--- src/rtl/rca_pkg.sv ---
package rca_pkg;

   typedef enum logic [1:0] {
      MODE_FRM_A = 2'd0,
      MODE_FRM_B = 2'd1,
      MODE_RAW   = 2'd2,
      MODE_MAINT = 2'd3
   } rca_mode_e;

   typedef struct packed {
      logic held;   // a buffer is owned by the packet in progress
      logic skip;   // discarding until end of packet
   } rca_flags_t;

endpackage

--- src/rtl/rca_ctx_file.sv ---
module rca_ctx_file
   import rca_pkg::*;
#(
   parameter int CH_W  = 3,
   parameter int LEN_W = 11
) (
   input  logic             clk,
   input  logic             rst_n,
   input  logic [CH_W-1:0]  rd_ch,
   output rca_flags_t       rd_flags,
   output logic [LEN_W-1:0] rd_cnt,
   input  logic             wr_en,
   input  logic [CH_W-1:0]  wr_ch,
   input  rca_flags_t       wr_flags,
   input  logic [LEN_W-1:0] wr_cnt
);
   localparam int NCH = 1 << CH_W;

   rca_flags_t       flags_vec [NCH];
   logic [LEN_W-1:0] cnt_vec   [NCH];

   for (genvar g = 0; g < NCH; g++) begin : g_chan
      rca_flags_t       f_q;
      logic [LEN_W-1:0] c_q;
      always_ff @(posedge clk or negedge rst_n) begin
         if (!rst_n) begin
            f_q <= '0;
            c_q <= '0;
         end else if (wr_en && (wr_ch == CH_W'(g))) begin
            f_q <= wr_flags;
            c_q <= wr_cnt;
         end
      end
      assign flags_vec[g] = f_q;
      assign cnt_vec[g]   = c_q;
   end

   assign rd_flags = flags_vec[rd_ch];
   assign rd_cnt   = cnt_vec[rd_ch];
endmodule

--- src/rtl/rca_decide.sv ---
module rca_decide
   import rca_pkg::*;
#(
   parameter int LEN_W = 11
) (
   input  logic             vld,
   input  logic             eop,
   input  rca_mode_e        mode,
   input  logic             wait_en,
   input  logic [LEN_W-1:0] len,
   input  logic             gnt,
   input  rca_flags_t       flags,
   input  logic [LEN_W-1:0] cnt,
   output logic             req,
   output logic             acc,
   output logic             drop,
   output logic             done,
   output logic             ovf,
   output rca_flags_t       nflags,
   output logic [LEN_W-1:0] ncnt
);
   localparam logic [LEN_W:0]   ONE_W = (LEN_W+1)'(1);
   localparam logic [LEN_W-1:0] ONE   = LEN_W'(1);

   logic             wait_eff;
   logic [LEN_W:0]   frm_next;
   logic [LEN_W-1:0] raw_next;

   // wait setting only honoured on the two framed formats
   assign wait_eff = wait_en && (mode == MODE_FRM_A || mode == MODE_FRM_B);
   assign frm_next = flags.held ? ({1'b0, cnt} + ONE_W) : ONE_W;
   assign raw_next = flags.held ? (cnt + ONE) : (len + ONE);

   always_comb begin
      req    = 1'b0;
      acc    = 1'b0;
      drop   = 1'b0;
      done   = 1'b0;
      ovf    = 1'b0;
      nflags = flags;
      ncnt   = cnt;
      if (vld) begin
         if (mode == MODE_RAW) begin
            nflags.skip = 1'b0;
            req = !flags.held;
            if (flags.held || gnt) begin
               acc  = 1'b1;
               ncnt = raw_next;
               if (raw_next == '0) begin
                  done        = 1'b1;
                  nflags.held = 1'b0;
               end else begin
                  nflags.held = 1'b1;
               end
            end else begin
               drop = 1'b1;
            end
         end else if (flags.skip) begin
            drop = 1'b1;
            if (eop) nflags.skip = 1'b0;
         end else begin
            req = !flags.held;
            if (!flags.held && !gnt) begin
               drop        = 1'b1;
               nflags.skip = wait_eff && !eop;
            end else if (frm_next > {1'b0, len}) begin
               drop        = 1'b1;
               ovf         = 1'b1;
               nflags.held = 1'b0;
               nflags.skip = !eop;
            end else begin
               acc  = 1'b1;
               ncnt = frm_next[LEN_W-1:0];
               if (eop) begin
                  done        = 1'b1;
                  nflags.held = 1'b0;
               end else begin
                  nflags.held = 1'b1;
               end
            end
         end
      end
   end
endmodule

--- src/rtl/rx_cell_admit.sv ---
module rx_cell_admit
   import rca_pkg::*;
#(
   parameter int CH_W  = 3,
   parameter int LEN_W = 11
) (
   input  logic             clk,
   input  logic             rst_n,
   input  logic             cell_vld,
   input  logic [CH_W-1:0]  cell_ch,
   input  logic             cell_eop,
   input  logic [1:0]       cell_mode,
   input  logic             chan_wait_en,
   input  logic [LEN_W-1:0] chan_len,
   output logic             buf_req,
   input  logic             buf_gnt,
   output logic             cell_acc,
   output logic             cell_drop,
   output logic             pkt_done,
   output logic             buf_ovf,
   output logic [CH_W-1:0]  res_ch
);
   if (CH_W < 1 || CH_W > 8) begin : g_bad_ch
      $error("rx_cell_admit: CH_W must be 1..8");
   end
   if (LEN_W < 2 || LEN_W > 16) begin : g_bad_len
      $error("rx_cell_admit: LEN_W must be 2..16");
   end

   rca_flags_t       cur_flags, nxt_flags;
   logic [LEN_W-1:0] cur_cnt, nxt_cnt;
   logic             d_acc, d_drop, d_done, d_ovf;

   rca_ctx_file #(.CH_W(CH_W), .LEN_W(LEN_W)) u_ctx (
      .clk      (clk),
      .rst_n    (rst_n),
      .rd_ch    (cell_ch),
      .rd_flags (cur_flags),
      .rd_cnt   (cur_cnt),
      .wr_en    (cell_vld),
      .wr_ch    (cell_ch),
      .wr_flags (nxt_flags),
      .wr_cnt   (nxt_cnt)
   );

   rca_decide #(.LEN_W(LEN_W)) u_dec (
      .vld     (cell_vld),
      .eop     (cell_eop),
      .mode    (rca_mode_e'(cell_mode)),
      .wait_en (chan_wait_en),
      .len     (chan_len),
      .gnt     (buf_gnt),
      .flags   (cur_flags),
      .cnt     (cur_cnt),
      .req     (buf_req),
      .acc     (d_acc),
      .drop    (d_drop),
      .done    (d_done),
      .ovf     (d_ovf),
      .nflags  (nxt_flags),
      .ncnt    (nxt_cnt)
   );

   always_ff @(posedge clk or negedge rst_n) begin
      if (!rst_n) begin
         cell_acc  <= 1'b0;
         cell_drop <= 1'b0;
         pkt_done  <= 1'b0;
         buf_ovf   <= 1'b0;
         res_ch    <= '0;
      end else begin
         cell_acc  <= d_acc;
         cell_drop <= d_drop;
         pkt_done  <= d_done;
         buf_ovf   <= d_ovf;
         res_ch    <= cell_vld ? cell_ch : '0;
      end
   end
endmodule

--- config.mk ---
export PLATFORM = sky130hd
export DESIGN_NAME = rx_cell_admit
export DESIGN_NICKNAME = d
export VERILOG_FILES = /design/src/rtl/rca_pkg.sv /design/src/rtl/rca_ctx_file.sv /design/src/rtl/rca_decide.sv /design/src/rtl/rx_cell_admit.sv
export SDC_FILE = /design/constraint.sdc
export NUM_CORES = 1
export LEC_CHECK = 0
export CAP_MARGIN = 20
export CORE_MARGIN = 2
export CORE_UTILIZATION = 58
export DETAILED_ROUTE_END_ITERATION = 12
export DONT_BUFFER_PORTS = 1
export PLACE_DENSITY = 0.74
export SLEW_MARGIN = 10
export SYNTH_ARGS = -nofsm -noshare
export SYNTH_HDL_FRONTEND = slang
export SYNTH_SLANG_ARGS = --single-unit
--- constraint.sdc ---
create_clock -name clk -period 10.7 [get_ports clk]
set_input_delay 1.07 -clock clk [delete_from_list [all_inputs] [get_ports clk]]
set_output_delay 1.07 -clock clk [all_outputs]
set_load 0.01 [all_outputs]
==> results of run 1 <==
## cell usage after synthesis (6+ instances only)
master / number
nand3_1: 12
o21ai_1: 11
mux2i_1: 17
nor2b_1: 8
nand2_1: 137
clkbuf_1: 26
nor3_1: 17
inv_1: 20
o21ai_0: 104
a21oi_1: 25
nand2b_1: 8
ha_1: 14
and2_1: 6
nor2_1: 35
mux4_2: 11
dfrtp_1: 111
xnor2_1: 10
mux2_2: 7
## worst min path at each step
stage | start | endpoint | slack, ns | depth (start not counted)
floorplan | u_ctx.g_chan[3].c_q[5] | u_ctx.g_chan[3].c_q[5] | 0.44 | 2
global placement | u_ctx.g_chan[3].c_q[5] | u_ctx.g_chan[3].c_q[5] | 0.46 | 2
detailed placement | u_ctx.g_chan[3].c_q[5] | u_ctx.g_chan[3].c_q[5] | 0.46 | 2
CTS | rst_n | cell_drop | 0.33 | 0
global route | rst_n | u_ctx.g_chan[2].c_q[10] | 0.33 | 0
finish | rst_n | u_ctx.g_chan[7].c_q[6] | 0.36 | 0
## routing by layer
| metal | track usage, % | routed length [um] | share of wire (%) |
|---|---|---|---|
| met1 | 44.4 | 7470 | 44 |
| met2 | 45.2 | 7670 | 45 |
| met3 | 6.57 | 1330 | 7.8 |
| met4 | 13.1 | 641 | 3.7 |
| met5 | 0 | 0 | 0 |
## critical path: stages
cell and delay, ns:
mux2_2 0.21, o22ai_1 0.08, a2111o_1 0.51, or4b_1 0.72, nor3_1 0.29, xnor2_1 0.15
nor2_1 0.08, ha_1 0.30, o21ai_0 0.08, nand2b_1 0.07, a21oi_1 0.15, a41oi_1 0.06
o21a_1 0.22, or4_4 0.60, a21o_1 0.29, a222oi_1 0.91, o21ai_1 0.18
## area by class of cell
cell class	instances	area [sq um]
Sequential cell	111	2780
Fill cell	947	4220
Clock inverter	7	105
Multi-Input combinational cell	521	3240
Inverter	21	78.8
Timing Repair Buffer	4	30.0
Tap cell	140	175
Clock buffer	9	124
## logic make-up (layout without fill, tap and decap cells)
kind of cell | Yosys count | in the layout | synth area share (%)
buffers and inverters | 62 | 41 | 5.11
xor gates and xnor gates | 14 | 14 | 1.93
muxes | 38 | 38 | 8.43
AOI/OAI and AO/OA | 204 | 204 | 19.8
and+or+nand+nor | 251 | 251 | 18.2
DFF | 111 | 111 | 43.8
adders and majority gates | 14 | 14 | 2.76
## metrics by stage
stage	std cells	hold WS (ns)	utilization [%]	setup WS [ns]	total power, mW
after floorplan	694	0.441	-	4.90	0.918
after global placement	797	0.457	58.6	4.69	1.02
after detailed placement	797	0.463	58.6	4.57	1.03
after CTS	813	0.328	60.8	5.01	1.32
after global routing	813	0.332	60.8	4.58	1.41
final	813	0.358	60.8	4.94	1.32
## registers in the layout (all words and copies together), names as in the netlist
signal and cells:
buf_ovf 1, cell_acc 1, cell_drop 1, pkt_done 1, res_ch 3, u_ctx.flags_vec 16
u_ctx.g_chan.c_q 88
## report_power, final
| group | switching [mW] | total, mW | internal [mW] |
|---|---|---|---|
| registers | 0.0643 | 0.602 | 0.538 |
| logic | 0.262 | 0.430 | 0.168 |
| clock network | 0.155 | 0.290 | 0.135 |
==> out/metrics.cfg, run 1 <==
[sta]
hold_viol=0
setup_viol_count_final=0
min_period_ns=5.76
finalCritPeriodShare_pct=53.8
final-max-slew-violation-count=0
rsz0062_at_grt=no
slew_headroom_pct=23.4
fin_setup_tns_ns=0
fmax_mhz=174
finClkSkew_ns=0.0139
tightest_slew_ns=1.12

[grt]
grt_usage_pct=30.8
grt_start_max_net_pins=112
overflow=0
grt_pass1_vias=4946
grt_antenna_before_repair=0
grt_pass1_wl_um=27000

[cts]
post_cts_buffers=0
holdBufCountCts=0
cts.sinks=111
tritoncts=done
post_cts_resized=0
h-tree-depth=3
clock_path_buffers=2
cts_buffers=9
clk_latency_ns=0.40
clk_pin_slew_ns=0.11
cts-root-buf=clkbuf_8

[final_layout]
num-nets-final=704
final_area_sq_mm=0.00653
area_delta_synth_final_pct=2.98
antenna_cells=0
final_common_cell=nand2_1
final_cell_mix=137 x nand2_1, 111 x dfrtp_1, 104 x o21ai_0
drive_gt1_share_pct=6.69

[route]
first_pass_iters=5
vias=5222
wl_per_cell_um=21.0
drt-vias-per-instance=6.42
ant_nets=0
drt-initial-drc-count=612
drc_errors=0
wl_um=17100

[place]
io_buffer_count=0
dp_hpwl_um=11900
globalplace.congestion=0.979
placed_cell_area_sq_mm=0.00630

[yosys]
synth_top_area_cell=dfrtp_1
synth_flop_cell=dfrtp_1
ys_async_sr_fraction_pct=100
synth_edf_count=0
syn_inst=694
synth.yosys.seq_area_share_pct=43.8
synth_seq_cells=111
syn_avg_cell_area_sq_um=9.14
synthDistinctLibCells=65
ys_top_cells_by_area=dfrtp_1 44%, o21ai_0 8.2%, nand2_1 8.1%
syn_area_sq_mm=0.00634
synthesis.nets=730
yosysTopAreaCellShare_pct=43.8
yosysWarnings=0

[power_and_ir_drop]
p_per_area_mw_per_mm2=203
ir_worst_vdd_uv=116
p_leak_nw=2.92

[critical_path]
worstSetupPathType=input port to register
start_kind=input port
cp.required_ns=10.94
critPathMaxFanout=36
crit_path_start=cell_ch[2]
reg2reg_depth=17
endpoint_kind=register
ff2ff_setup_slack_ns=5.31
endpoint=u_ctx.g_chan[7].c_q[3]
r2r_start=u_ctx.g_chan[2].c_q[3]
arrival_ns=6.00
rr_endpoint=u_ctx.g_chan[7].c_q[3]

[die]
coreArea_sq_mm=0.0107
start_util_pct=59.0
rows=38
fp.dieH_um=109
io_pins=30
die_area_sq_mm=0.0118
die_w_um=109

[worst_hold_path]
min_path_type=input port to asynchronous set/reset pin

[run_status]
status=complete, no violations

[job]
max-cap-violations=0

(Power assumes the default switching activity.)
==> run 2: changes to the inputs <==
==> constraint.sdc (replaced) <==
create_clock -name clk -period 5.4 [get_ports clk]
set_input_delay 0.54 -clock clk [delete_from_list [all_inputs] [get_ports clk]]
set_output_delay 0.54 -clock clk [all_outputs]
set_load 0.01 [all_outputs]
==> run 2 against run 1 <==
Net effect: sequential power up 98%; sequential cell count did not move; first-iteration DRC count down 1.1%; via count rose by 1.4%; clock power increased by 58%; total power is 94% higher; worst hold slack lost 0.29 ns; critical path type is now register to register; non-clock buffer count rose by 11; largest power group unchanged; sequential share of layout area decreased by 0.29 points; highest routed layer unchanged; worst setup slack worse by 4.5 ns.
==> out/metrics.cfg, run 2 (synthesis results as in run 1) <==
[sta]
rsz0062_at_grt=no
tightest_slew_ns=1.00
fmax_mhz=201
final-max-slew-violation-count=0
fin_setup_tns_ns=0
hold_viol=0
min_period_ns=4.99
slew_headroom_pct=33.0
postLayoutSetupSlackWorst_ns=0.415
finClkSkew_ns=0.0134
setup_viol_count_final=0
finalCritPeriodShare_pct=92.3

[route]
ant_nets=0
wl_per_cell_um=21.1
drt-initial-drc-count=605
vias=5293
first_pass_iters=5
drt-vias-per-instance=6.42
wl_um=17400
drc_errors=0

[power_and_ir_drop]
p_sw_uw=957
internal_power_mw=1.60
swShare_pct=37.4
clkPwrFrac_pct=17.9
seq_power_share_pct=46.6
ir_worst_vdd_uv=277
p_leak_nw=2.95
p_per_area_mw_per_mm2=389
comb_power_share_pct=35.5

[final_layout]
antenna_cells=0
multiInputGateArea_sq_mm=0.00324
register_area_sq_mm=0.00278
fin_cells=824
final_cell_mix=137 x nand2_1, 111 x dfrtp_1, 104 x o21ai_0
nFillCells=969
area_delta_synth_final_pct=3.69
num-nets-final=715
final_common_cell=nand2_1
drive_gt1_share_pct=8.04
utilization_pct=61.2
largest_reg_flops=88
top_register=u_ctx.g_chan.c_q

[grt]
grt_pass1_vias=5045
grt_start_max_net_pins=112
grt_antenna_before_repair=0
grt_pass1_wl_um=27500
grt_usage_pct=31.5
overflow=0

[die]
rows=38
coreArea_sq_mm=0.0107
fp.dieH_um=109
start_util_pct=59.0
io_pins=30
die_w_um=109
die_area_sq_mm=0.0118

[cts]
post_cts_resized=0
clock_path_buffers=2
clk_latency_ns=0.40
clk_pin_slew_ns=0.11
cts_buffers=9
cts.sinks=111
tritoncts=done
cts-root-buf=clkbuf_8
h-tree-depth=3

[critical_path]
cp.required_ns=5.64
arrival_ns=5.23
worstSetupPathType=register to register
endpoint_kind=register
start_kind=register
critPathMaxFanout=8

[place]
pre_cts_ws_ns=0.175
globalplace.congestion=0.989
io_buffer_count=0
dp_hpwl_um=12100
dpl.cell_count=807

[job]
max-cap-violations=0

[worst_hold_path]
min_path_type=input port to asynchronous set/reset pin

[run_status]
status=complete, no violations

-- run 2: power by group through the flow --
stage	combinational (mW)	sequential, mW	clock, mW
finish	0.908	1.19	0.459
floorplan	0.652	1.17	0
global placement	0.848	1.19	0
CTS	0.896	1.19	0.473
detailed placement	0.876	1.20	0
global route	1.01	1.22	0.508
-- run 2: layer usage --
| metal | up-vias | part of all wire (%) | wire length [um] | track usage, % |
|---|---|---|---|---|
| met1 | 2593 | 42 | 7390 | 43.0 |
| met4 | 0 | 2.8 | 494 | 11.0 |
| met2 | 208 | 48 | 8400 | 50.1 |
| met3 | 40 | 6.4 | 1120 | 6.39 |
| li1 | 2452 | - | - | - |
| met5 | - | 0 | 0 | 0 |
-- run 2: through the flow --
step	hold slack, ns	instance area, sq um	power [mW]
finish	0.0693	6570	2.56
global placement	0.248	6370	2.04
global route	0.0853	6570	2.74
detailed placement	0.249	6370	2.08
CTS	0.0885	6570	2.56
floorplan	0.244	6340	1.82
-- run 2: worst max-delay path: stages (launching register included) --
cell      delay, ns
dfrtp_1        0.36
mux2_2         0.14
o22ai_1        0.08
a2111o_1       0.50
or4b_1         0.69
nor3_1         0.28
xnor2_1        0.15
nor2_1         0.08
ha_1           0.30
o21ai_0        0.09
nand2b_1       0.07
a21oi_1        0.14
a41oi_1        0.06
o21a_1         0.22
or4_4          0.60
a21o_1         0.29
a221oi_2       0.59
o21ai_0        0.18
-- run 2: what timing repair did --
| item | in CTS | in global routing |
|---|---|---|
| hold buffers | 1 | 0 |
| buffers inserted | 0 | 0 |
| hold endpoints to repair | 111 | 0 |
-- run 2: worst paths after layout --
path	start	to	slack [ns]	cells past startpoint
setup / recovery	u_ctx.g_chan[6].c_q[3]	u_ctx.g_chan[4].c_q[7]	0.41	17
hold / removal	rst_n	u_ctx.g_chan[0].c_q[4]	0.07	1
setup reg to reg	u_ctx.g_chan[6].c_q[3]	u_ctx.g_chan[4].c_q[7]	0.41	17
hold reg to reg	u_ctx.g_chan[3].c_q[10]	u_ctx.g_chan[3].c_q[10]	0.49	2
max in group asynchronous	rst_n	u_ctx.flags_vec[7]	4.90	1
min in group clk	cell_vld	res_ch[0]	0.27	1
-- run 2: cell type report --
type | instances | area share [%]
Clock inverter | 6 | 0.666
Sequential cell | 111 | 42.3
Timing Repair Buffer | 15 | 2.02
Multi-Input combinational cell | 521 | 49.3
Clock buffer | 10 | 1.94
Inverter | 21 | 1.20
Tap cell | 140 | 2.66
==> run 3: changes to the inputs <==
--- a/config.mk
+++ b/config.mk
@@ -6,7 +6,7 @@
 export NUM_CORES = 1
 export LEC_CHECK = 0
 export CAP_MARGIN = 20
-export CORE_MARGIN = 2
+export CORE_MARGIN = 1
 export CORE_UTILIZATION = 58
 export DETAILED_ROUTE_END_ITERATION = 12
 export DONT_BUFFER_PORTS = 1
==> run 3 against run 2 <==
Net effect: combinational power about the same; routed wire length decreased by 1.7%; worst setup slack got worse by 0.11 ns; highest routed layer unchanged.
==> out/metrics.cfg, run 3 (synthesis results as in run 1) <==
[place]
globalplace.congestion=0.961
placed_cell_area_sq_mm=0.00636
dp_hpwl_um=11700
io_buffer_count=0

[critical_path]
critical-path-slowest-cell=or4b_4
critPathMaxFanout=8
cp.required_ns=5.68
endpoint_kind=register
arrival_ns=5.38
worstSetupPathType=register to register
cp_common_cell=o21ai_0
path_cells=mux2i_1, a221oi_1, o21ai_0, or4b_4, nor3_1, xnor2_1, nor2_1, ha_1, o21ai_0, nand2b_1, a21oi_1, a41oi_1, o21a_1, or4_4, a21o_1, inv_1, o221ai_1, o21ai_0
start_kind=register
max_stage_delay_ns=0.74

[grt]
grt_start_max_net_pins=112
grt_usage_pct=32.2
grt_pass1_vias=5283
grt_pass1_wl_um=27800
grt_antenna_before_repair=0
overflow=0

[route]
ant_nets=0
vias=5290
top_layer_used=met4
drt-initial-drc-count=546
wl_um=17100
wl_met1_um=7370
first_pass_iters=5
wl_met3_um=1260
drt-vias-per-instance=6.46
drc_errors=0
wl_per_cell_um=20.9
wl_met2_um=8210

[final_layout]
num-nets-final=714
final_area_sq_mm=0.00662
utilization_pct=63.3
final_cell_mix=137 x nand2_1, 111 x dfrtp_1, 104 x o21ai_0
largest_reg_flops=88
register_area_sq_mm=0.00278
multiInputGateArea_sq_mm=0.00324
antenna_cells=0
final_common_cell=nand2_1
top_register=u_ctx.g_chan.c_q
drive_gt1_share_pct=8.20
area_delta_synth_final_pct=4.40
nFillCells=907

[worst_hold_path]
min_path_type=input port to asynchronous set/reset pin

[sta]
finClkSkew_ns=0.0143
setup_viol_count_final=0
fmax_mhz=196
rsz0062_at_grt=no
tightest_slew_ns=1.02
min_period_ns=5.10
hold_viol=0
final-max-slew-violation-count=0
fin_setup_tns_ns=0
finalCritPeriodShare_pct=94.4
slew_headroom_pct=31.9

[power_and_ir_drop]
p_per_area_mw_per_mm2=401
p_leak_nw=2.97
power.total_mw=2.66
ir_worst_vdd_uv=254

[cts]
cts_buffers=9
post_cts_buffers=0
cts.sinks=111
clk_pin_slew_ns=0.11
cts-root-buf=clkbuf_8
tritoncts=done
h-tree-depth=3
clock_path_buffers=2
clk_latency_ns=0.39

[die]
rows=37
io_pins=30
die_w_um=107
die_area_sq_mm=0.0114
coreArea_sq_mm=0.0105
start_util_pct=60.6
fp.dieH_um=107

[run_status]
status=complete, no violations

[job]
max-cap-violations=0

run 3: cell types whose count changed in the layout (fill, tap and decap cells not counted):
cell       before  now
buf_4          14   13
clkbuf_1        1    0
inv_8           0    1
clkinv_4        1    0
bufinv_16       0    2
or4b_4          0    1
clkinv_2        2    1
or4b_1          1    0
run 3: worst paths after layout:
path,start,to,slack [ns],cells after the start
hold / removal,rst_n,u_ctx.g_chan[2].c_q[4],0.07,1
setup / recovery,u_ctx.g_chan[3].c_q[2],u_ctx.g_chan[7].c_q[4],0.30,18
max in group asynchronous,rst_n,u_ctx.g_chan[7].c_q[6],4.88,1
min in group clk,cell_vld,res_ch[1],0.28,1
hold reg to reg,u_ctx.g_chan[7].c_q[10],u_ctx.g_chan[7].c_q[10],0.48,2
setup reg to reg,u_ctx.g_chan[3].c_q[2],u_ctx.g_chan[7].c_q[4],0.30,18
run 3: critical path: cells and delay by family, from the launching register on:
family                   cells  cell delay [ns]
AO/OA/AOI/OAI                9             2.13
AND/OR/NAND/NOR              5             1.88
flip-flops                   1             0.37
adder cells (fa/ha/maj)      1             0.29
buffers and inverters        1             0.15
XOR/XNOR                     1             0.09
multiplexers                 1             0.07
run 3: layer usage:
layer	GRT usage (%)	vias to the layer above
li1	-	2457
met1	44.6	2620
met2	51.0	193
met3	6.87	20
met4	9.59	0
met5	0	-
run 3: metrics by stage:
step / setup slack (ns) / hold WS (ns) / std cells
after floorplan: 0.130 / 0.244 / 694
after global placement: 0.0298 / 0.247 / 802
after detailed placement: -0.0154 / 0.247 / 802
after CTS: 0.280 / 0.108 / 819
after global routing: 0.0706 / 0.124 / 819
final: 0.302 / 0.0745 / 819
run 3: cell type report:
type | count | area share [%]
clock buffers | 9 | 1.87
clock inverters | 7 | 1.53
inverters | 21 | 1.19
multi-input cells | 521 | 49.0
flip-flops and latches | 111 | 42.0
well taps | 136 | 2.57
repair buffers | 14 | 1.89
run 3: timing repair:
item | in CTS | in global routing
resized for setup | 0 | 1
setup endpoints to repair | 0 | 13
hold endpoints to repair | 111 | 0
hold buffers | 1 | 0
run 3: where the power goes:
group | switching (mW) | internal, mW | total [mW]
Sequential | 0.123 | 1.07 | 1.19
Clock | 0.292 | 0.267 | 0.559
Combinational | 0.543 | 0.365 | 0.908
